**src/rtl/cmdring_pkg.sv**
```systemverilog
package cmdring_pkg;

    localparam int MAX_ARGS = 6;

    typedef enum logic [1:0] {
        OP_UPDATE = 2'd0,
        OP_FILL   = 2'd1,
        OP_COPY   = 2'd2
    } op_kind_e;

    typedef enum logic [3:0] {
        S_IDLE,
        S_CFG_REQ,
        S_CFG_DAT,
        S_CFG_CHK,
        S_NXT_REQ,
        S_NXT_DAT,
        S_CMD_REQ,
        S_CMD_DAT,
        S_ARG_REQ,
        S_ARG_DAT,
        S_ISSUE,
        S_WB
    } fsm_e;

    // Step a byte pointer by one word inside [lo, hi).
    function automatic logic [31:0] ring_step(input logic [31:0] p,
                                              input logic [31:0] lo,
                                              input logic [31:0] hi);
        logic [31:0] s;
        s = p + 32'd4;
        return (s >= hi) ? lo : s;
    endfunction

endpackage

```
**src/rtl/cmdring_cfg_check.sv**
```systemverilog
module cmdring_cfg_check #(
    parameter int unsigned RING_BYTES = 32'h10000,
    parameter int unsigned MIN_SPAN   = 10240,
    parameter int unsigned HDR_WORDS  = 4
) (
    input  logic [31:0] lo_i,
    input  logic [31:0] hi_i,
    input  logic [31:0] nxt_i,
    input  logic [31:0] stop_i,
    output logic        ok_o
);
    localparam logic [32:0] HDR_BYTES = 33'(HDR_WORDS * 4);
    localparam logic [32:0] RING_LIM  = 33'(RING_BYTES);
    localparam logic [32:0] SPAN      = 33'(MIN_SPAN);

    logic aligned, lo_ok, hi_ok, span_ok;

    always_comb begin
        aligned = ((lo_i | hi_i | nxt_i | stop_i) & 32'd3) == 32'd0;
        lo_ok   = {1'b0, lo_i} >= HDR_BYTES;
        hi_ok   = {1'b0, hi_i} <= RING_LIM;
        span_ok = {1'b0, hi_i} >= ({1'b0, lo_i} + SPAN);
        ok_o    = aligned && lo_ok && hi_ok && span_ok;
    end
endmodule

```
**src/rtl/cmdring_pending.sv**
```systemverilog
module cmdring_pending (
    input  logic        en_i,
    input  logic [31:0] lo_i,
    input  logic [31:0] hi_i,
    input  logic [31:0] nxt_i,
    input  logic [31:0] stop_i,
    output logic [31:0] bytes_o
);
    logic [32:0] diff;

    always_comb begin
        diff = {1'b0, nxt_i} - {1'b0, stop_i};
        if (diff[32]) begin
            diff = diff + ({1'b0, hi_i} - {1'b0, lo_i});
        end
        bytes_o = en_i ? diff[31:0] : 32'd0;
    end
endmodule

```
**src/rtl/cmdring_decode.sv**
```systemverilog
module cmdring_decode
    import cmdring_pkg::*;
(
    input  logic [31:0] code_i,
    output logic        known_o,
    output op_kind_e    kind_o,
    output logic [2:0]  nargs_o
);
    always_comb begin
        known_o = 1'b1;
        kind_o  = OP_UPDATE;
        nargs_o = 3'd4;
        unique case (code_i)
            32'd1, 32'd25: begin kind_o = OP_UPDATE; nargs_o = 3'd4; end
            32'd2:         begin kind_o = OP_FILL;   nargs_o = 3'd5; end
            32'd3:         begin kind_o = OP_COPY;   nargs_o = 3'd6; end
            default:       begin known_o = 1'b0; nargs_o = 3'd0; end
        endcase
    end
endmodule

```
**src/rtl/cmdring_consumer.sv**
```systemverilog
module cmdring_consumer
    import cmdring_pkg::*;
#(
    parameter int unsigned RING_BYTES = 32'h10000,
    parameter int unsigned MIN_SPAN   = 10240,
    parameter int unsigned HDR_WORDS  = 4,
    localparam int AW   = $clog2(RING_BYTES / 4),
    localparam int ARGW = MAX_ARGS * 32
) (
    input  logic            clk,
    input  logic            rst_n,
    input  logic            enable_i,
    input  logic            cfg_done_i,
    input  logic            sync_i,
    output logic            mem_rd_o,
    output logic            mem_wr_o,
    output logic [AW-1:0]   mem_addr_o,
    output logic [31:0]     mem_wdata_o,
    input  logic [31:0]     mem_rdata_i,
    output logic            op_valid_o,
    input  logic            op_ready_i,
    output logic [1:0]      op_kind_o,
    output logic [ARGW-1:0] op_args_o,
    output logic            cfg_ok_o,
    output logic            busy_o,
    output logic            err_o,
    output logic [31:0]     pending_o
);
    // Header word positions that software and this block agree on.
    localparam logic [AW-1:0] W_LO   = AW'(0);
    localparam logic [AW-1:0] W_HI   = AW'(1);
    localparam logic [AW-1:0] W_NXT  = AW'(2);
    localparam logic [AW-1:0] W_STOP = AW'(3);

    typedef struct packed {
        fsm_e                       st;
        logic                       cfg_ok;
        logic                       err;
        logic                       busy;
        logic                       valid;
        logic [31:0]                lo;
        logic [31:0]                hi;
        logic [31:0]                nxt;
        logic [31:0]                stop;
        logic [31:0]                start;
        logic [31:0]                pend;
        logic [1:0]                 cidx;
        logic [2:0]                 nargs;
        logic [2:0]                 aidx;
        op_kind_e                   kind;
        logic [3:0][31:0]           cw;
        logic [MAX_ARGS-1:0][31:0]  args;
    } ctl_t;

    ctl_t r_q, r_d;

    logic        chk_ok;
    logic        dec_known;
    op_kind_e    dec_kind;
    logic [2:0]  dec_nargs;
    logic [31:0] fresh_pend;
    logic [31:0] need_bytes;

    cmdring_cfg_check #(
        .RING_BYTES (RING_BYTES),
        .MIN_SPAN   (MIN_SPAN),
        .HDR_WORDS  (HDR_WORDS)
    ) u_check (
        .lo_i   (r_q.cw[0]),
        .hi_i   (r_q.cw[1]),
        .nxt_i  (r_q.cw[2]),
        .stop_i (r_q.cw[3]),
        .ok_o   (chk_ok)
    );

    cmdring_decode u_dec (
        .code_i  (mem_rdata_i),
        .known_o (dec_known),
        .kind_o  (dec_kind),
        .nargs_o (dec_nargs)
    );

    // Pending bytes seen through the ports.
    cmdring_pending u_pend_out (
        .en_i    (enable_i && r_q.cfg_ok),
        .lo_i    (r_q.lo),
        .hi_i    (r_q.hi),
        .nxt_i   (r_q.nxt),
        .stop_i  (r_q.stop),
        .bytes_o (pending_o)
    );

    // Pending bytes against the producer pointer just read.
    cmdring_pending u_pend_new (
        .en_i    (enable_i && r_q.cfg_ok),
        .lo_i    (r_q.lo),
        .hi_i    (r_q.hi),
        .nxt_i   (mem_rdata_i),
        .stop_i  (r_q.stop),
        .bytes_o (fresh_pend)
    );

    assign need_bytes = {27'd0, dec_nargs + 3'd1, 2'b00};

    always_comb begin
        r_d         = r_q;
        mem_rd_o    = 1'b0;
        mem_wr_o    = 1'b0;
        mem_addr_o  = '0;
        mem_wdata_o = '0;

        unique case (r_q.st)
            S_IDLE: begin
                if (cfg_done_i) begin
                    r_d.st     = S_CFG_REQ;
                    r_d.cidx   = 2'd0;
                    r_d.err    = 1'b0;
                    r_d.cfg_ok = 1'b0;
                end else if (sync_i && r_q.cfg_ok) begin
                    r_d.busy = 1'b1;
                    r_d.st   = S_NXT_REQ;
                end
            end
            S_CFG_REQ: begin
                mem_rd_o   = 1'b1;
                mem_addr_o = AW'(r_q.cidx);
                r_d.st     = S_CFG_DAT;
            end
            S_CFG_DAT: begin
                r_d.cw[r_q.cidx] = mem_rdata_i;
                if (r_q.cidx == 2'd3) begin
                    r_d.st = S_CFG_CHK;
                end else begin
                    r_d.cidx = r_q.cidx + 2'd1;
                    r_d.st   = S_CFG_REQ;
                end
            end
            S_CFG_CHK: begin
                r_d.cfg_ok = chk_ok;
                r_d.lo     = r_q.cw[0];
                r_d.hi     = r_q.cw[1];
                r_d.nxt    = r_q.cw[2];
                r_d.stop   = r_q.cw[3];
                r_d.st     = S_IDLE;
            end
            S_NXT_REQ: begin
                mem_rd_o   = 1'b1;
                mem_addr_o = W_NXT;
                r_d.st     = S_NXT_DAT;
            end
            S_NXT_DAT: begin
                r_d.nxt  = mem_rdata_i;
                r_d.pend = fresh_pend;
                if (fresh_pend == 32'd0) begin
                    r_d.busy = 1'b0;
                    r_d.st   = S_IDLE;
                end else begin
                    r_d.start = r_q.stop;
                    r_d.st    = S_CMD_REQ;
                end
            end
            S_CMD_REQ: begin
                mem_rd_o   = 1'b1;
                mem_addr_o = r_q.stop[AW+1:2];
                r_d.stop   = ring_step(r_q.stop, r_q.lo, r_q.hi);
                r_d.st     = S_CMD_DAT;
            end
            S_CMD_DAT: begin
                if (!dec_known) begin
                    // halt on an unrecognised code, keep stop on it
                    r_d.err  = 1'b1;
                    r_d.busy = 1'b0;
                    r_d.stop = r_q.start;
                    r_d.st   = S_IDLE;
                end else if (need_bytes > r_q.pend) begin
                    // command not complete yet, rewind to its first word
                    r_d.busy = 1'b0;
                    r_d.stop = r_q.start;
                    r_d.st   = S_IDLE;
                end else begin
                    r_d.kind  = dec_kind;
                    r_d.nargs = dec_nargs;
                    r_d.aidx  = 3'd0;
                    r_d.args  = '0;
                    r_d.st    = S_ARG_REQ;
                end
            end
            S_ARG_REQ: begin
                mem_rd_o   = 1'b1;
                mem_addr_o = r_q.stop[AW+1:2];
                r_d.stop   = ring_step(r_q.stop, r_q.lo, r_q.hi);
                r_d.st     = S_ARG_DAT;
            end
            S_ARG_DAT: begin
                r_d.args[r_q.aidx] = mem_rdata_i;
                if (r_q.aidx == r_q.nargs - 3'd1) begin
                    r_d.valid = 1'b1;
                    r_d.st    = S_ISSUE;
                end else begin
                    r_d.aidx = r_q.aidx + 3'd1;
                    r_d.st   = S_ARG_REQ;
                end
            end
            S_ISSUE: begin
                if (op_ready_i) begin
                    r_d.valid = 1'b0;
                    r_d.st    = S_WB;
                end
            end
            S_WB: begin
                mem_wr_o    = 1'b1;
                mem_addr_o  = W_STOP;
                mem_wdata_o = r_q.stop;
                r_d.st      = S_NXT_REQ;
            end
            default: r_d.st = S_IDLE;
        endcase
    end

    always_ff @(posedge clk) begin
        if (!rst_n) begin
            r_q <= '0;
        end else begin
            r_q <= r_d;
        end
    end

    assign op_valid_o = r_q.valid;
    assign op_kind_o  = r_q.kind;
    assign op_args_o  = r_q.args;
    assign cfg_ok_o   = r_q.cfg_ok;
    assign busy_o     = r_q.busy;
    assign err_o      = r_q.err;

    // Header words W_LO and W_HI are only read through cidx during config.
    logic unused_hdr;
    assign unused_hdr = ^{W_LO, W_HI};

endmodule

```
**config.mk**
```make
export PLATFORM = sky130hd
export DESIGN_NAME = cmdring_consumer
export DESIGN_NICKNAME = d
export VERILOG_FILES = /design/src/rtl/cmdring_pkg.sv /design/src/rtl/cmdring_cfg_check.sv /design/src/rtl/cmdring_pending.sv /design/src/rtl/cmdring_decode.sv /design/src/rtl/cmdring_consumer.sv
export SDC_FILE = /design/constraint.sdc
export NUM_CORES = 2
export LEC_CHECK = 0
export BUFFER_PORTS_ARGS = -buffer_cell sky130_fd_sc_hd__clkbuf_2
export CAP_MARGIN = 20
export CORE_MARGIN = 2
export CORE_UTILIZATION = 35
export CTS_BUF_LIST = sky130_fd_sc_hd__clkbuf_16
export DETAILED_ROUTE_END_ITERATION = 12
export PLACE_DENSITY = 0.6
export RECOVER_POWER = 25
export SYNTH_ARGS = -nofsm -noshare
export SYNTH_HDL_FRONTEND = slang
export SYNTH_SLANG_ARGS = --single-unit
```
**constraint.sdc**
```tcl
create_clock -name clk -period 8.2 [get_ports clk]
set_input_delay 1.64 -clock clk [delete_from_list [all_inputs] [get_ports clk]]
set_output_delay 1.64 -clock clk [all_outputs]
set_load 0.02 [all_outputs]
```
# --- Word-level counts from Yosys, hierarchy flattened ---
# Cells that the tools add are included.
totals:
  output_inout_bits: 278
  regBits: 530
  in_bits: 38
op_classes:
  n_reduce_logical: 33
  n_mux: 53
  eq_ne: 30
  n_bitwise: 5
  order_cmp: 9
  add_sub_neg: 11
op_table:
  columns: ["op", "n"]
  rows:
  - ["$mux W192", 2]
  - ["$pmux W192 S2", 1]
  - ["$mux W32", 10]
  - ["$bwmux W192", 1]
  - ["$bwmux W128", 1]
  - ["$demux W32 S3", 1]
  - ["$pmux W32 S3", 1]
  - ["$sub A32 B32 Y33", 2]
  - ["$add A32 B32 Y32", 2]
  - ["$demux W32 S2", 1]
  - ["$eq A32 B2 Y1 const B", 2]
  - ["$logic_not A32 Y1", 2]
  - ["$pmux W32 S2", 1]
  - ["$pmux W14 S4", 1]
  - ["$pmux W4 S11", 1]
  - ["$add A32 B14 Y33 const B", 1]
  - ["$ge A32 B33 Y1", 1]
  - ["$add A32 B3 Y32 const B", 1]
  - ["$eq A32 B1 Y1 const B", 1]
  - ["$eq A32 B5 Y1 const B", 1]
  - ["$ge A32 B32 Y1", 1]
  - ["$ge A32 B5 Y1 const B", 1]
  - ["$gt A5 B32 Y1", 1]
  - ["$le A32 B17 Y1 const B", 1]
  - ["other kinds (38)", 103]

# --- Longest topological paths before layout ---
logic_depth:
  ltp_word: 8
  depth_mapped: 28
  mapped_depth_nobuf: 27

# --- Cells and area by module ---
# From an unflattened synthesis, not the netlist that was laid out.
hier_totals:
  hier_cells: 4554
  area_unflattened_um2: 34249.1
modules_own_cells:
  columns: ["mod", "area_per_inst_um2", "n_inst", "cells_per_inst"]
  rows:
  - ["cmdring_consumer", 23632.7, 1, 3066]
  - ["cmdring_pending at u_pend_out", 4625.7, 1, 642]
  - ["cmdring_pending at u_pend_new", 4566.9, 1, 650]
  - ["cmdring_cfg_check", 1293.7, 1, 174]
  - ["cmdring_decode", 130.1, 1, 22]

# --- Worst setup path before layout ---
# No wires, ideal clock.
synth_timing:
  kind: "register to output"
  start: "register r_q[493] (netlist bit)"
  end: "output port pending_o[30]"
  arrival_time_ns: 5.524
  path_buffers: 0
  slack_ns: 1.036
  stages_incl_launch_ff: 26
  path_cell_list: "dfxtp_1 > inv_1 > ha_1 > and3_1 > a211oi_1 > o2bb2ai_1 > o21ai_0 > or2_2 > a21o_1 > a21oi_1 > o21bai_1 > a21oi_1 > xnor2_1 > ha_1 > a21o_1 > a21o_1 > a21o_1 > a21oi_1 > nand2_1 > o21a_1 > maj3_1 > o221a_2 > a211oi_1 > o21ai_0 > xnor2_1 > o31ai_1"
synth_between:
  elab_chain_len: 4
synth_rtl:
  columns: ["item", "line_no", "rtl"]
  rows:
  - ["start, declared", "cmdring_consumer.sv:55", "ctl_t r_q, r_d;"]
  - ["start signal, assigned", "cmdring_consumer.sv:224", "r_q <= r_d;"]
  - ["$sub A32 B32 Y32", "cmdring_pending.sv:14", "diff = diff + ({1'b0, hi_i} - {1'b0, lo_i});"]
  - ["$add A32 B32 Y32", "cmdring_pending.sv:14", null]
  - ["$mux W32", "cmdring_pending.sv:13", "if (diff[32]) begin"]
  - ["$mux W32", "cmdring_pending.sv:16", "bytes_o = en_i ? diff[31:0] : 32'd0;"]
  - ["end, declared", "cmdring_consumer.sv:27", "output logic [31:0] pending_o"]
# Every way passes these cells.

# --- Worst setup path in the final report ---
layout_timing:
  start: "register r_q[458] (netlist bit)"
  end: "output port pending_o[30]"
# Same word-level chain as after synthesis.

==> impl_metrics.env <==
export IMPL_status="finished, violations left"
export IMPL_violations="capacitance limit, slew limit"
export IMPL_grt_ovfl_total=0
export IMPL_clkSinkCount=529
export IMPL_crit_path_max_fanout=6
export IMPL_grt_start_max_net_pins=210
export IMPL_hold_path_class="flip-flop to flip-flop"
export IMPL_grt_antenna_before_repair=7
export IMPL_yosysWarningCount=0
export IMPL_p_clk_share_pct=41.3
export IMPL_power_leakage_uw=0.0141
export IMPL_fin_crit_sh_pct=96.4
export IMPL_via_per_inst=5.50
export IMPL_initial_core_util_pct=35.3
export IMPL_die_x_um=319
export IMPL_yosysUniqueCellTypes=93
export IMPL_globalRouteTotalUtil_pct=24.0
export IMPL_post_dp_cell_area_um2=36300
export IMPL_finalMaxSlewViolations=155
export IMPL_end_kind="primary output"
export IMPL_wl_mm=127
export IMPL_dp_hpwl_mm=91.8
export IMPL_portBuffers=315
export IMPL_synth_edf_count=0
export IMPL_netlist_top_cells_count="nand2_1, dfxtp_1, a21boi_0"
export IMPL_avgSynthCellArea_um2=7.69
export IMPL_dieHeight_um=319
export IMPL_synth_flop_cell="dfxtp_1"
export IMPL_p_sw_share_pct=31.9
export IMPL_p_int_uw=4920
export IMPL_routedWlPerCell_um=21.6
export IMPL_synth_area_leader_cell="dfxtp_1"
export IMPL_crit_type="flip-flop to primary output"
export IMPL_crit_required_ns=6.56
export IMPL_vias=32300
export IMPL_ant_nets=0
export IMPL_fin_crit_ns=7.90
export IMPL_p_seq_share_pct=36.3
export IMPL_drtIter0Drc=2692
export IMPL_p_sw_uw=2300
export IMPL_drc=0
export IMPL_io_pins=316
export IMPL_gp_congestion=0.946
export IMPL_ir_drop_uv=140
export IMPL_start_kind="flip-flop"
export IMPL_cellPowerDensity_nw_per_um2=188
export IMPL_path_cells="inv_1, ha_1, fa_1, nand2b_1, a211o_1, a21bo_2, nand2_1, xor2_2, ha_2, a21o_1, a21o_1, a21oi_2, o21bai_1, a41oi_2, a31oi_1, o21a_2, o21a_1, maj3_1, o221a_2, a211oi_4, o21ai_1, xnor2_1, o31ai_1, buf_2"
export IMPL_dr_pass1_iters=5
export IMPL_finalInstanceArea_um2=38400
export IMPL_cts_made_buffers=67
export IMPL_cts_max_path_buffers=3
export IMPL_synth_area_top_cells="dfxtp_1, nand2_1, a21boi_0, ha_1, buf_4"
export IMPL_final_core_util_pct=39.0
export IMPL_yosysMostFrequentCell="nand2_1"
export IMPL_tightestPinTransition_ns=6.56
export IMPL_yosysTopAreaCellShare_pct=30.4
export IMPL_ys_seq_area_share_pct=30.4
export IMPL_grt_pass1_vias=30600
export IMPL_layout_setup_ws_ns=0.296
export IMPL_nFillCells=10200
export IMPL_ys_ff_latch=529
export IMPL_cap_violations=1
export IMPL_area_growth_pct=10.3
export IMPL_die_area_um2=102000
export IMPL_multi_input_area_um2=21300
export IMPL_grt_pass1_wl_mm=190
export IMPL_clk_pin_slew_ns=0.06
export IMPL_fin_nets=4796
export IMPL_pre_cts_ws_ns=0.381
export IMPL_combPwrFrac_pct=22.4
export IMPL_power_total_uw=7220
export IMPL_drive_gt1_share_pct=9.14
export IMPL_synth_fp_nets=4805
export IMPL_rows=115
export IMPL_ctsHtreeMaxLevel=3
export IMPL_seqCellArea_um2=10600
export IMPL_synth_area_um2=34800
export IMPL_fmax_mhz=127
export IMPL_critPathMaxStageDelay_ns=0.40
export IMPL_cts_tree="done"
export IMPL_arrival_ns=6.26
export IMPL_syn_inst=4530
export IMPL_root_buffer="clkbuf_16"
export IMPL_finalHoldViolCount=0
export IMPL_async_reset_ff_share_pct=0
export IMPL_worst_clock_skew_ns=0.0297
export IMPL_clkLatencyLatePin_ns=0.62
export IMPL_core_area_um2=98600
export IMPL_setup_viol=0
export IMPL_slowest_stage="fa_1"
export IMPL_path_common_cell="a21o_1"
export IMPL_max_slew_margin_rel_pct=-337
[power groups by stage]
stage | clock (uW) | combinational [uW] | sequential [uW]
final | 2980 | 1620 | 2620
after global routing | 3150 | 1770 | 2620
after CTS | 3050 | 1580 | 2620
after detailed placement | 0 | 1570 | 2680
after global placement | 0 | 1570 | 2680
after floorplan | 0 | 1130 | 2660
[per-stage QoR]
stage	hold WS (ns)	setup TNS [ns]	cells
3_3_place_gp	0.442	0	5734
3_5_place_dp	0.448	0	5735
5_1_grt	0.469	-0.0710	5860
2_1_floorplan	0.434	0	4530
4_1_cts	0.457	0	5856
6_report	0.458	0	5862
[critical path: cells and delay by family (launching register included)]
kind,cells,cell delay [ns]
flops,1,0.35
simple gates,2,0.36
fa+ha+maj,4,1.39
xor+xnor,2,0.40
compound gates,14,2.90
buf+inv,2,0.26
[worst paths after layout]
| kind | start | endpoint | slack [ns] | cells past startpoint |
|---|---|---|---|---|
| worst min-delay path | r_q[371] | r_q[371] | 0.46 | 2 |
| worst max register to register | r_q[405] | r_q[368] | 1.79 | 25 |
| worst max-delay path | r_q[458] | pending_o[30] | 0.30 | 24 |
| worst min register to register | r_q[371] | r_q[371] | 0.46 | 2 |
[kinds of logic after synthesis]
group	synth area share, %
compound gates	22.8
buf+inv	9.18
fa+ha+maj	8.68
mux	1.74
simple gates	22.8
xor+xnor	4.40
flops	30.4
[registers in the layout (all words and copies together) (netlist names)]
signal,flops
busy_o,1
r_q,332
op_args_o,192
op_kind_o,1
cfg_ok_o,1
err_o,1
op_valid_o,1
[what timing repair did]
action,4_1_cts,5_1_grt
buffers inserted,0,4
endpoints found under the setup margin,4,6
gates resized for setup,7,24
pin swaps,0,6
hold buffers,0,0
[layer usage]
metal	GRT usage, %	vias up	part of all wire, %
met5	0	-	0.032
met4	7.61	6	2.9
met3	5.00	193	7.9
met2	38.7	1081	45
met1	32.1	15400	44
li1	-	15500	-
[area by class of cell]
type	count	area share (%)
Antenna cell	2	0.0130
Clock inverter	52	1.22
Sequential cell	529	27.6
Tap cell	1287	4.19
Inverter	169	1.65
Clock buffer	69	4.49
Multi-Input combinational cell	3352	55.4
Timing Repair Buffer	402	5.44
[cells in the final DEF, fill, tap and decap left out, types with 41 or more instances in the layout]
cell type    n
nand2_1    906
dfxtp_1    528
a21boi_0   444
nand3_1    261
ha_1       231
a21oi_1    174
inv_1      171
clkbuf_1   167
nor2_1     148
clkbuf_2   148
o21ai_0    132
xnor2_1    122
nor3_1     106
a21o_1      81
buf_4       81
clkbuf_16   69
mux2i_1     57
xor2_1      50
a22oi_1     46
nand4_1     44
nor2b_1     41
Note: power is estimated with default switching activity, not from simulation.
